`src/rtl/esv_pkg.sv`:
```
package esv_pkg;

    // Preamble words preceding every status word
    localparam int PREAMBLE_LEN = 3;

    // Flag positions counted down from the status word MSB
    localparam int F_FROM_MSB = 1;
    localparam int V_FROM_MSB = 2;
    localparam int H_FROM_MSB = 3;

    typedef struct packed {
        logic f;
        logic v;
        logic h;
    } esv_flags_t;

    function automatic logic is_start(input esv_flags_t fl);
        return ~fl.h;
    endfunction

    function automatic logic opens_line(input esv_flags_t fl);
        return ~fl.h & ~fl.v;
    endfunction

endpackage

```
`src/rtl/esv_delay_line.sv`:
```
module esv_delay_line #(
    parameter int CW    = 10,
    parameter int DW    = 2 * CW,
    parameter int DEPTH = 4
) (
    input  logic                        clk,
    input  logic                        rst,
    input  logic [DW-1:0]               din,
    input  logic                        kill_all,
    output logic [DEPTH-1:0][CW-1:0]    tap_lane,
    output logic [DW-1:0]               tail_word,
    output logic                        tail_kill
);

    logic [DEPTH-1:0][DW-1:0] stage_q;
    logic [DEPTH-1:0]         kill_q;

    generate
        for (genvar i = 0; i < DEPTH; i++) begin : g_stage
            if (i == 0) begin : g_head
                always_ff @(posedge clk) begin
                    if (rst) stage_q[i] <= '0;
                    else     stage_q[i] <= din;
                end
                assign kill_q[i] = 1'b0;
            end else begin : g_body
                always_ff @(posedge clk) begin
                    if (rst) begin
                        stage_q[i] <= '0;
                        kill_q[i]  <= 1'b0;
                    end else begin
                        stage_q[i] <= stage_q[i-1];
                        kill_q[i]  <= kill_q[i-1] | kill_all;
                    end
                end
            end
            assign tap_lane[i] = stage_q[i][CW-1:0];
        end
    endgenerate

    assign tail_word = stage_q[DEPTH-1];
    assign tail_kill = kill_q[DEPTH-1];

endmodule

```
`src/rtl/esv_code_detect.sv`:
```
module esv_code_detect
    import esv_pkg::*;
#(
    parameter int CW    = 10,
    parameter int DEPTH = PREAMBLE_LEN + 1
) (
    input  logic [DEPTH-1:0][CW-1:0] tap_lane,
    input  logic                     blocked,
    output logic                     hit,
    output esv_flags_t               flags
);

    logic [CW-1:0] status_w;
    logic          pre_ok;

    assign status_w = tap_lane[0];

    always_comb begin
        pre_ok = (tap_lane[DEPTH-1] == {CW{1'b1}});
        for (int k = 1; k < DEPTH - 1; k++) begin
            pre_ok = pre_ok & (tap_lane[k] == '0);
        end
    end

    assign hit     = pre_ok & status_w[CW-1] & ~blocked;
    assign flags.f = status_w[CW-1-F_FROM_MSB];
    assign flags.v = status_w[CW-1-V_FROM_MSB];
    assign flags.h = status_w[CW-1-H_FROM_MSB];

endmodule

```
`src/rtl/esv_timing_ctrl.sv`:
```
module esv_timing_ctrl
    import esv_pkg::*;
(
    input  logic       clk,
    input  logic       rst,
    input  logic       hit,
    input  esv_flags_t flags,
    output logic       line_active,
    output logic       vsync,
    output logic       hsync,
    output logic       field,
    output logic       frame_start
);

    logic armed_q;
    logic arm_now;

    assign arm_now = armed_q | (vsync & ~flags.v);

    always_ff @(posedge clk) begin
        if (rst) begin
            line_active <= 1'b0;
            vsync       <= 1'b1;
            hsync       <= 1'b0;
            field       <= 1'b0;
            frame_start <= 1'b0;
            armed_q     <= 1'b0;
        end else if (hit) begin
            line_active <= opens_line(flags);
            vsync       <= flags.v;
            hsync       <= is_start(flags);
            field       <= flags.f;
            frame_start <= opens_line(flags) & arm_now;
            armed_q     <= arm_now & ~flags.v & ~is_start(flags);
        end else begin
            frame_start <= 1'b0;
        end
    end

endmodule

```
`src/rtl/esv_decoder.sv`:
```
module esv_decoder
    import esv_pkg::*;
#(
    parameter int CW = 10
) (
    input  logic            clk,
    input  logic            rst,
    input  logic            dual_mode_i,
    input  logic [2*CW-1:0] data_i,
    output logic [2*CW-1:0] pix_data_o,
    output logic            pix_valid_o,
    output logic            vsync_o,
    output logic            hsync_o,
    output logic            field_o,
    output logic            frame_start_o
);

    localparam int DW    = 2 * CW;
    localparam int DEPTH = PREAMBLE_LEN + 1;

    logic [DEPTH-1:0][CW-1:0] tap_lane;
    logic [DW-1:0]            tail_word;
    logic                     tail_kill;
    logic                     code_hit;
    esv_flags_t               code_flags;
    logic                     line_active;

    esv_delay_line #(.CW(CW), .DW(DW), .DEPTH(DEPTH)) u_delay (
        .clk       (clk),
        .rst       (rst),
        .din       (data_i),
        .kill_all  (code_hit),
        .tap_lane  (tap_lane),
        .tail_word (tail_word),
        .tail_kill (tail_kill)
    );

    esv_code_detect #(.CW(CW), .DEPTH(DEPTH)) u_detect (
        .tap_lane (tap_lane),
        .blocked  (tail_kill),
        .hit      (code_hit),
        .flags    (code_flags)
    );

    esv_timing_ctrl u_timing (
        .clk         (clk),
        .rst         (rst),
        .hit         (code_hit),
        .flags       (code_flags),
        .line_active (line_active),
        .vsync       (vsync_o),
        .hsync       (hsync_o),
        .field       (field_o),
        .frame_start (frame_start_o)
    );

    always_ff @(posedge clk) begin
        if (rst) begin
            pix_data_o  <= '0;
            pix_valid_o <= 1'b0;
        end else begin
            pix_valid_o <= line_active & ~tail_kill & ~code_hit;
            pix_data_o  <= dual_mode_i ? tail_word : {{CW{1'b0}}, tail_word[CW-1:0]};
        end
    end

endmodule

```
`config.mk`:
```
export PLATFORM = sky130hd
export DESIGN_NAME = esv_decoder
export DESIGN_NICKNAME = d
export VERILOG_FILES = /design/src/rtl/esv_pkg.sv /design/src/rtl/esv_delay_line.sv /design/src/rtl/esv_code_detect.sv /design/src/rtl/esv_timing_ctrl.sv /design/src/rtl/esv_decoder.sv
export SDC_FILE = /design/constraint.sdc
export NUM_CORES = 1
export LEC_CHECK = 0
export BUFFER_PORTS_ARGS = -buffer_cell sky130_fd_sc_hd__buf_4
export CAP_MARGIN = 20
export CORE_MARGIN = 4
export CORE_UTILIZATION = 49
export CTS_CLUSTER_DIAMETER = 60
export DETAILED_ROUTE_END_ITERATION = 8
export PLACE_DENSITY = 0.76
export SETUP_SLACK_MARGIN = 0.05
export SLEW_MARGIN = 20
export SYNTH_ARGS = -nofsm -noshare
export SYNTH_HDL_FRONTEND = slang
export SYNTH_SLANG_ARGS = --single-unit
```
`constraint.sdc`:
```
create_clock -name clk -period 1.9 [get_ports clk]
set_clock_uncertainty 0.2 [all_clocks]
set_input_delay 0.285 -clock clk [delete_from_list [all_inputs] [get_ports clk]]
set_output_delay 0.285 -clock clk [all_outputs]
set_load 0.02 [all_outputs]
```
### Yosys cells after proc, flatten, opt, wreduce, memory -nomap -nowiden

Index checks and enable logic that the tools add are counted.

* equal/unequal tests: 1
* bitwise gates (word level): 19
* reduce and logical (&&, ||, !) cells: 4

Operators with widths (number)
* 10-bit zero test: 2
* 1-bit bitwise AND: 11
* 10-bit == test (second input constant): 1
* 1-bit NOT: 5
* 2-bit OR reduction: 2
* 1-bit bitwise OR: 3

* register bits after elaboration: 110
* input bits: 23
* output and inout port bits: 25
* logic and storage cells: 40

### Depth between registers and ports, before layout

Gate-level depths: netlist of run 1.

* depth after elaboration: 7
* depth in mapped cells: 5
* depth with buffers taken out: 4

### Modules after synthesis

Synthesis of run 1 repeated with hierarchy kept, for this count alone.

* cells, all modules: 314
* area, all modules: 3676.0 um^2

Modules (own cells, without submodules)
* esv_delay_line: times used 1, cells an instance 235, area an instance 2688.8 um^2, sequential area each 1661.6 um^2
* esv_decoder: times used 1, cells an instance 44, area an instance 630.6 um^2, sequential area each 420.4 um^2
* esv_timing_ctrl: times used 1, cells an instance 21, area an instance 231.5 um^2, sequential area each 120.1 um^2
* esv_code_detect: times used 1, cells an instance 14, area an instance 125.1 um^2, sequential area each 0.0 um^2

### Least setup slack after synthesis of run 1

No wires, ideal clock.

* kind: reg2reg
* start point: reg u_delay.stage_q, in the netlist u_delay.tap_lane[22]
* end point: reg u_timing.field
* setup time: 0.121 ns
* arrival time: 1.622 ns
* data required time: 1.579 ns
* setup slack: -0.043 ns
* stages on the path, launching flop included: 6
* buffers on the path: 1
* clock period less this slack: 1.943 ns
* cell sequence: dfxtp_1 nor4_2 nand4_1 or4_1 buf_6 mux2_4

* cells in the longest elaborated chain, start to end: 4

Ends and longest elaborated chain
* from (decl): line esv_delay_line.sv:15 `logic [DEPTH-1:0][DW-1:0] stage_q;`
* from (signal, indexed assignment): line esv_delay_line.sv:32 `stage_q[i] <= stage_q[i-1];`
* 10-bit zero test: line esv_code_detect.sv:21 `pre_ok = pre_ok & (tap_lane[k] == '0);`
* 1-bit bitwise AND: line esv_code_detect.sv:21
* 1-bit bitwise AND (2 in series): line esv_code_detect.sv:25 `assign hit = pre_ok & status_w[CW-1] & ~blocked;`
* to (signal assigned): line esv_timing_ctrl.sv:32 `field <= flags.f;`
* to (decl): line esv_timing_ctrl.sv:11 `output logic field,`

No other way between the ends.
A chain may end at the register's enable or synchronous reset.

### Final worst setup path of run 1

* start point: reg u_delay.stage_q, in the netlist u_delay.tap_lane[21]
* end point: reg u_timing.field

The elaborated chain is that of the path after synthesis.

==> results.py, run 1 <==
metrics = {
    "timing": {
        "rsz0062_at_grt": "true",
        "hold_slack_ps": 155,
        "finalSetupTns_ps": -176,
        "drv_slew": 0,
        "slew_headroom": 0.683,
        "fin_crit_sh": 1.04,
        "hold_viol": 0,
        "tightest_slew_ps": 475,
        "post-route-min-period_ps": 1980,
        "max_freq_ghz": 0.506,
        "layout_setup_ws_ps": -77.3,
        "setup_violations": 6,
    },
    "status": {
        "status": "finished with violations",
        "violations": "negative setup slack",
    },
    "setup_path": {
        "crit_path_start": "u_delay.tap_lane[21]",
        "path_buf_inv": 0,
        "reg2reg_slack_ps": -80,
        "worst-r2r-cell-count": 4,
        "cp.arrival_ps": 2030,
        "critical_path_class": "reg -> reg",
        "start_kind": "flop",
        "setup.worst_path.end_class": "flop",
        "max_stage_delay_ps": 570,
        "crit_required_ps": 1960,
        "cpLargestDelayFamily": "simple AND/OR/NAND/NOR gates",
        "worstPathCellList": "nor4_4 > nand4_1 > or4_4 > mux2_4",
        "crit_path_end": "u_timing.field",
        "reg2reg_from": "u_delay.tap_lane[21]",
        "crit-reg2reg-capture": "u_timing.field",
        "crit_slowest_cell": "or4_4",
        "path_depth": 4,
        "cp_max_fo": 2,
    },
    "global_route": {
        "grt_pass1_vias": 1681,
        "grt.overflow.total": 0,
        "antenna_found_initial": 0,
        "grt_pass1_wl_mm": 7.64,
        "grt_max_degree": 57,
        "grt_usage": 0.132,
    },
    "clock_network": {
        "htreeDepth": 3,
        "clock_sinks": 110,
        "cts_tree": "done",
        "path_clk_slew_ps": 100,
        "cts_inserted_buffers": 9,
        "root_buffer": "clkbuf_8",
        "insertion_delay_ps": 360,
        "cts_buffer_depth": 2,
    },
    "die": {
        "die_w_um": 88.0,
        "row_count": 28,
        "die_h_um": 88.0,
        "initial_core_util": 0.517,
        "die-area_mm2": 0.00774,
        "ios": 48,
        "core_mm2": 0.00606,
    },
    "drt": {
        "dr.pass1.iters": 4,
        "post_drt_wl_per_cell_um": 11.8,
        "routed_via_density": 4.33,
        "drc_errors": 0,
        "drtIter0Drc": 97,
        "vias": 1767,
        "ant_nets": 0,
        "finalWirelength_mm": 4.80,
    },
    "logic_synthesis": {
        "syn_area_per_cell_um2": 12.2,
        "synth_area_mm2": 0.00313,
        "synth_cell_types": 24,
        "ys_seq_elements": 110,
        "netlist_instances": 257,
        "synth-seq-area-share": 0.703,
        "synth_nets": 280,
        "ys_warn_count": 0,
    },
    "placed_design": {
        "port_buffers": 47,
        "dp_hpwl_mm": 2.81,
        "place_ws_ps": -128,
        "gp_congestion": 0.788,
    },
    "pwr": {
        "ir_drop_uv": 655,
        "p_per_area_mw_per_mm2": 1000,
        "leakage_uw": 0.00171,
    },
    "cells_and_area": {
        "fillCellCount": 437,
        "area_growth_pct": 30.2,
        "nets": 351,
        "register_area_mm2": 0.00221,
        "final_util": 0.673,
        "antenna_cells": 0,
        "multiInputGateArea_um2": 940,
        "drive_gt1_frac": 0.252,
    },
    "flow_run": {
        "maxCapViolCount": 0,
    },
    "min_path": {
        "hold-path-cell-count": 2,
        "hold_path.class": "in -> reg",
    },
}
==> per-layer routing <==
| layer | GRT usage | routed length, µm |
|---|---|---|
| met5 | 0 | 0 |
| met4 | 0.0962 | 168 |
| met3 | 0.0329 | 241 |
| met2 | 0.204 | 2130 |
| met1 | 0.161 | 2250 |
==> cells in the mapped netlist <==
master | number | area share
dfxtp_1 | 110 | 0.70
nor2b_1 | 94 | 0.19
clkbuf_1 | 11 | 0.013
and2_1 | 10 | 0.020
nor2_1 | 4 | 0.0048
nor4_1 | 3 | 0.0060
a21oi_1 | 2 | 0.0032
inv_1 | 2 | 0.0024
mux2_2 | 2 | 0.0072
mux2i_1 | 2 | 0.0064
nand4b_1 | 2 | 0.0056
nor3_1 | 2 | 0.0032
nor4_2 | 2 | 0.0080
and4b_1 | 1 | 0.0032
and4bb_2 | 1 | 0.0040
buf_6 | 1 | 0.0036
mux2_4 | 1 | 0.0048
nand2_1 | 1 | 0.0012
nand2b_1 | 1 | 0.0020
nand4_1 | 1 | 0.0020
nor3b_1 | 1 | 0.0024
o211ai_1 | 1 | 0.0024
o21ai_0 | 1 | 0.0016
or4_1 | 1 | 0.0024
==> timing repair <==
item / 4_1_cts / 5_1_grt
endpoints found under the hold margin: 20 / 0
pin swaps: 3 / 8
setup endpoints to repair: 9 / 9
hold buffers: 20 / 0
buffers inserted: 0 / 2
gates resized for setup: 6 / 10
==> cell type report <==
class                      instances  share of cell area
sequential                       110               0.541
multi-input combinational        133               0.230
timing repair buffer              72               0.149
clock buffer                       9              0.0304
clock inverter                     7              0.0251
tap                               75              0.0230
inverter                           2             0.00184
==> how the worst min path moves through the flow <==
stage / endpoint / slack, ps / from
finish: u_delay.kill_q[1] / 160 / rst
global route: u_delay.kill_q[1] / 180 / rst
CTS: u_delay.kill_q[1] / 140 / rst
detailed placement: pix_valid_o / 210 / u_delay.tail_kill
global placement: pix_data_o[18] / 210 / u_delay.tail_word[18]
floorplan: pix_valid_o / 190 / u_delay.tail_kill
==> through the flow <==
step / total power, µW / std cells / cell area, µm²
floorplan: 2520 / 257 / 3130
global placement: 2570 / 370 / 3560
detailed placement: 2580 / 370 / 3560
CTS: 4120 / 406 / 4020
global route: 4250 / 408 / 4080
finish: 4090 / 408 / 4080
==> cell families (layout without fill, tap and decap cells) <==
family,after synthesis,in the layout,share of synthesized area
AOI/OAI and AO/OA,4,4,0.00719
buffers and inverters,14,90,0.0192
DFF,110,110,0.703
muxes,5,5,0.0184
and+or+nand+nor,124,124,0.252
==> state kept, by name (all words and copies together) (netlist names) <==
register	cells
u_timing.hsync	1
u_timing.frame_start	1
u_delay.kill_q	2
u_delay.tail_word	20
u_timing.line_active	1
u_delay.tap_lane	30
u_timing.field	1
u_delay.tail_kill	1
u_delay.stage_q	30
u_timing.vsync	1
u_timing.armed_q	1
pix_valid_o	1
pix_data_o	20
==> cell usage in the layout, fill, tap and decap left out, drive strengths merged, types with 2 or more instances in the layout <==
master       count
a21oi            2
bufinv           2
nor2             4
mux2i            2
nor2b           94
and2            10
mux2             3
inv              5
dfxtp          110
nor3             2
clkbuf           9
dlygate4sd3     20
buf             52
nor4             5
nand4b           2
==> report_power, final <==
group	switching [µW]	internal, µW	leakage, µW
logic	70.6	109	0.000699
registers	23.4	2370	0.000899
clock network	767	759	0.000111
total	862	3230	0.00171
Power figures use the tool's default switching activity.
==> run 2, diff against run 1 <==
--- a/config.mk
+++ b/config.mk
@@ -13,6 +13,7 @@
 export DETAILED_ROUTE_END_ITERATION = 8
 export PLACE_DENSITY = 0.76
 export SETUP_SLACK_MARGIN = 0.05
+export SKIP_LAST_GASP = 1
 export SLEW_MARGIN = 20
 export SYNTH_ARGS = -nofsm -noshare
 export SYNTH_HDL_FRONTEND = slang
==> run 2 against run 1 <==
Effect of this change:
- the flow still finishes with violations (negative setup slack)
- die area is the same
- hold slack worse by 6.6 ps
- register-to-register slack worse by 30 ps
- sequential share of layout area rose by 0.56 points
- via count decreased by 1.6%
- clock power barely moved
- final cell count shrank 0.49%
- first-iteration DRC count fell by 15%
- combinational power hardly changed
- critical path depth did not move
- cell area fell by 1.1%
- critical endpoint unchanged
==> results.py, run 2 (synthesized netlist as in run 1, its figures left out) <==
metrics = {
    "setup_path": {
        "cp_max_fo": 2,
        "critical_path_class": "reg -> reg",
        "worst-r2r-cell-count": 4,
        "reg2reg_from": "u_delay.tap_lane[21]",
        "cp.arrival_ps": 2070,
        "crit_slowest_cell": "or4_4",
        "max_stage_delay_ps": 570,
        "reg2reg_slack_ps": -100,
        "setup.worst_path.end_class": "flop",
        "crit-reg2reg-capture": "u_timing.field",
        "cpLargestDelayFamily": "simple AND/OR/NAND/NOR gates",
        "crit_required_ps": 1960,
        "worstPathCellList": "nor4_4 > nand4_1 > or4_4 > mux2_4",
        "start_kind": "flop",
        "path_buf_inv": 0,
        "path_depth": 4,
    },
    "pwr": {
        "swShare": 0.211,
        "p_per_area_mw_per_mm2": 1010,
        "internal-power_uw": 3230,
        "ir_drop_uv": 654,
        "p_seq_frac": 0.583,
        "p_clk_frac": 0.374,
        "leakage_uw": 0.00168,
        "comb_power_share": 0.043,
        "switchingPower_uw": 863,
    },
    "clock_network": {
        "htreeDepth": 3,
        "root_buffer": "clkbuf_8",
        "cts_tree": "done",
        "cts_buffer_depth": 2,
        "cts_inserted_buffers": 9,
        "insertion_delay_ps": 360,
        "path_clk_slew_ps": 100,
        "clock_sinks": 110,
        "postCtsSetupRepairBufs": 0,
    },
    "cells_and_area": {
        "final_cell_area_mm2": 0.00404,
        "antenna_cells": 0,
        "area_growth_pct": 28.8,
        "fillCellCount": 446,
        "final_common_cell": "dfxtp_1",
        "nets": 349,
        "drive_gt1_frac": 0.242,
        "mostFrequentLayoutCells": "dfxtp_1, nor2b_1, buf_4",
    },
    "drt": {
        "ant_nets": 0,
        "finalWirelength_mm": 4.79,
        "dr.pass1.iters": 4,
        "post_drt_wl_per_cell_um": 11.8,
        "wl_met2_mm": 2.08,
        "routed_via_density": 4.28,
        "routed.top_layer": "met4",
        "drtIter0Drc": 82,
        "vias": 1739,
        "route.met3.wl_um": 244,
        "drc_errors": 0,
        "wl_met1_mm": 2.29,
    },
    "flow_run": {
        "maxCapViolCount": 0,
    },
    "min_path": {
        "worstHoldStart": "rst",
        "worstHoldEndpoint": "u_delay.kill_q[1]",
        "hold_path.class": "in -> reg",
        "hold-path-cell-count": 2,
    },
    "timing": {
        "slew_headroom": 0.685,
        "post-route-min-period_ps": 2000,
        "hold_slack_ps": 148,
        "setup_violations": 6,
        "rsz0062_at_grt": "true",
        "hold_viol": 0,
        "tightest_slew_ps": 473,
        "drv_slew": 0,
        "max_freq_ghz": 0.499,
        "fin_crit_sh": 1.05,
        "layout_setup_ws_ps": -104,
    },
    "die": {
        "row_count": 28,
        "die_h_um": 88.0,
        "ios": 48,
        "initial_core_util": 0.517,
        "die-area_mm2": 0.00774,
        "die_w_um": 88.0,
        "core_mm2": 0.00606,
    },
    "status": {
        "status": "finished with violations",
        "violations": "negative setup slack",
    },
    "global_route": {
        "grt.overflow.total": 0,
        "grt_max_degree": 57,
        "grt_usage": 0.132,
        "grt_pass1_wl_mm": 7.64,
        "antenna_found_initial": 0,
        "grt_pass1_vias": 1681,
    },
    "placed_design": {
        "gp_congestion": 0.788,
        "dp_hpwl_mm": 2.81,
        "port_buffers": 47,
        "dpl-instance-area_mm2": 0.00356,
    },
}
==> run 2: worst max path at each step <==
stage,start,end,slack (ps)
after floorplan,u_delay.tap_lane[22],u_timing.field,-30
after global routing,u_delay.tap_lane[21],u_timing.field,-150
final,u_delay.tap_lane[21],u_timing.field,-100
after detailed placement,u_delay.tap_lane[21],u_timing.field,-130
after global placement,u_delay.tap_lane[21],u_timing.field,20
after CTS,u_delay.tap_lane[26],u_timing.field,-120
==> run 2: power by group through the flow <==
stage | clock network (µW) | logic, µW | registers, µW
after CTS | 1560 | 174 | 2390
after detailed placement | 0 | 139 | 2440
after global routing | 1660 | 194 | 2390
final | 1530 | 176 | 2390
after global placement | 0 | 135 | 2440
after floorplan | 0 | 81.4 | 2440
==> run 2: area by class of cell <==
cell class              count  area (µm²)  area share
flip-flops and latches    110        2200       0.546
well taps                  75        93.8      0.0232
inverters                   2        7.51     0.00186
clock inverters             7         103      0.0254
repair buffers             70         592       0.147
multi-input cells         133         912       0.226
clock buffers               9         124      0.0307
==> run 2: what timing repair did <==
action                                  in CTS  in global routing
cloned                                       0                  0
hold endpoints to repair                    20                  0
endpoints found under the setup margin       9                  9
hold buffers                                20                  0
gates resized for setup                      5                  6
pin swaps                                    3                  6
==> run 2: worst reg2reg max path, cell delays in order, from the launching register on <==
cell and delay, ps:
dfxtp_2 350, nor4_4 280, nand4_1 190, or4_4 570, mux2_4 310
==> run 2: per-layer routing <==
metal | global-route usage | up-vias
met5 | 0 | -
met4 | 0.0962 | 0
met3 | 0.0329 | 14
met2 | 0.204 | 45
met1 | 0.161 | 735
li1 | - | 945
==> run 2: stage by stage <==
step                      TNS [ps]  power [µW]  utilization  std cells  worst slack (ps)
final                         -264        4090        0.666        406              -104
after CTS                     -735        4120        0.662        406              -119
after floorplan              -29.2        2520            -        257             -29.2
after global placement           0        2570        0.588        370              17.3
after detailed placement      -856        2580        0.588        370              -128
after global routing          -861        4250        0.666        406              -151
==> run 3, diff against run 2 <==
--- a/config.mk
+++ b/config.mk
@@ -7,7 +7,7 @@
 export LEC_CHECK = 0
 export BUFFER_PORTS_ARGS = -buffer_cell sky130_fd_sc_hd__buf_4
 export CAP_MARGIN = 20
-export CORE_MARGIN = 4
+export CORE_MARGIN = 2
 export CORE_UTILIZATION = 49
 export CTS_CLUSTER_DIAMETER = 60
 export DETAILED_ROUTE_END_ITERATION = 8
==> run 3 against run 2 <==
Effect of this change:
- critical path type unchanged
- critical path depth unchanged
- first-iteration DRC count down 45%
- the run still ends with negative setup slack left
- sequential power about the same
- largest power group unchanged
- wire length down 8.4%
- cell area down 0.90%
- highest routed layer unchanged
==> results.py, run 3 (synthesized netlist as in run 1, its figures left out) <==
metrics = {
    "timing": {
        "tightest_slew_ps": 434,
        "hold_viol": 0,
        "post-route-min-period_ps": 1920,
        "max_freq_ghz": 0.521,
        "drv_slew": 0,
        "rsz0062_at_grt": "true",
        "fin_crit_sh": 1.01,
        "setup_violations": 1,
        "layout_setup_ws_ps": -20.1,
        "slew_headroom": 0.710,
    },
    "setup_path": {
        "reg2reg_from": "u_delay.tap_lane[18]",
        "crit_required_ps": 1950,
        "worstPathCellList": "nor4_4 > nand2_1 > or4_4 > mux2_4",
        "setup.worst_path.end_class": "flop",
        "start_kind": "flop",
        "crit_path_start": "u_delay.tap_lane[18]",
        "max_stage_delay_ps": 570,
        "reg2reg_slack_ps": -20,
        "cp.arrival_ps": 1970,
        "critical_path_class": "reg -> reg",
        "cp_max_fo": 2,
        "crit_slowest_cell": "or4_4",
    },
    "drt": {
        "ant_nets": 0,
        "drtIter0Drc": 45,
        "vias": 1780,
        "post_drt_wl_per_cell_um": 10.7,
        "drc_errors": 0,
        "dr.pass1.iters": 4,
        "routed_via_density": 4.34,
        "finalWirelength_mm": 4.39,
    },
    "cells_and_area": {
        "antenna_cells": 0,
        "fillCellCount": 505,
        "final_cells": 410,
        "final_cell_area_mm2": 0.00400,
        "mostFrequentLayoutCells": "dfxtp_1, nor2b_1, buf_4",
        "drive_gt1_frac": 0.240,
        "nets": 351,
        "area_growth_pct": 27.7,
        "final_common_cell": "dfxtp_1",
        "final_util": 0.637,
    },
    "min_path": {
        "worstHoldStart": "rst",
        "hold_path.class": "in -> reg",
    },
    "die": {
        "ios": 48,
        "row_count": 29,
        "initial_core_util": 0.499,
        "die_w_um": 84.0,
        "die-area_mm2": 0.00705,
        "die_h_um": 84.0,
        "core_mm2": 0.00628,
    },
    "global_route": {
        "grt_usage": 0.130,
        "grt.overflow.total": 0,
        "grt_pass1_wl_mm": 7.04,
        "antenna_found_initial": 0,
        "grt_pass1_vias": 1537,
        "grt_max_degree": 47,
    },
    "clock_network": {
        "insertion_delay_ps": 360,
        "cts_inserted_buffers": 9,
        "htreeDepth": 3,
        "clock_sinks": 110,
        "cts_buffer_depth": 2,
        "path_clk_slew_ps": 100,
        "cts_tree": "done",
        "root_buffer": "clkbuf_8",
    },
    "pwr": {
        "total_power_uw": 3850,
        "leakage_uw": 0.00168,
        "p_per_area_mw_per_mm2": 962,
        "ir_drop_uv": 603,
    },
    "placed_design": {
        "dp_cells": 373,
        "place_ws_ps": -54.6,
        "dpl-instance-area_mm2": 0.00357,
        "dp_hpwl_mm": 2.76,
        "port_buffers": 47,
        "gp_congestion": 0.789,
    },
    "status": {
        "status": "finished with violations",
        "violations": "negative setup slack",
    },
    "flow_run": {
        "maxCapViolCount": 0,
    },
}
run 3: cell count changes in the layout (fill, tap and decap cells not counted), sizes merged:
cell      change
bufinv        -2
clkinv        +1
inv           +2
buf           +2
clkinvlp      -1
run 3: final timing paths:
kind                              end  depth (start not counted)
setup / recovery       u_timing.field                          4
hold / removal    u_delay.tap_lane[2]                          2
setup reg to reg       u_timing.field                          4
hold reg to reg        pix_data_o[17]                          1
run 3: repair_timing:
item / 4_1_cts / 5_1_grt
resized for setup: 2 / 6
hold buffers: 20 / 0
setup buffers: 0 / 1
cloned: 0 / 0
pin swaps: 0 / 4
endpoints found under the setup margin: 9 / 9
endpoints found under the hold margin: 20 / 0
run 3: power by group:
part | switching, µW | total, µW | internal, µW
logic | 67.0 | 175 | 108
clock network | 778 | 1290 | 509
registers | 21.6 | 2390 | 2370
run 3: cell type report:
cell class	count	area, µm²	area share
clock buffers	9	124	0.0310
clock inverters	7	62.6	0.0156
inverters	2	7.51	0.00188
multi-input cells	133	900	0.225
flip-flops and latches	110	2200	0.551
well taps	77	96.3	0.0241
repair buffers	72	607	0.152
run 3: worst max-delay path, delay by kind of cell, from the launching register on:
kind	cells	cell delay, ps
simple gates	3	960
flops	1	350
mux	1	300
run 3: metal layers:
layer	global-route usage	part of all wire	vias up
li1	-	-	947
met1	0.166	0.48	785
met2	0.196	0.46	41
met3	0.0485	0.049	7
met4	0.0616	0.015	0
met5	0	0	-
run 3: per-stage QoR:
step	setup TNS (ps)	hold slack, ps
5_1_grt	-296	150
3_3_place_gp	0	209
6_report	-20.1	152
2_1_floorplan	-29.2	191
3_5_place_dp	-199	212
4_1_cts	-12.4	127
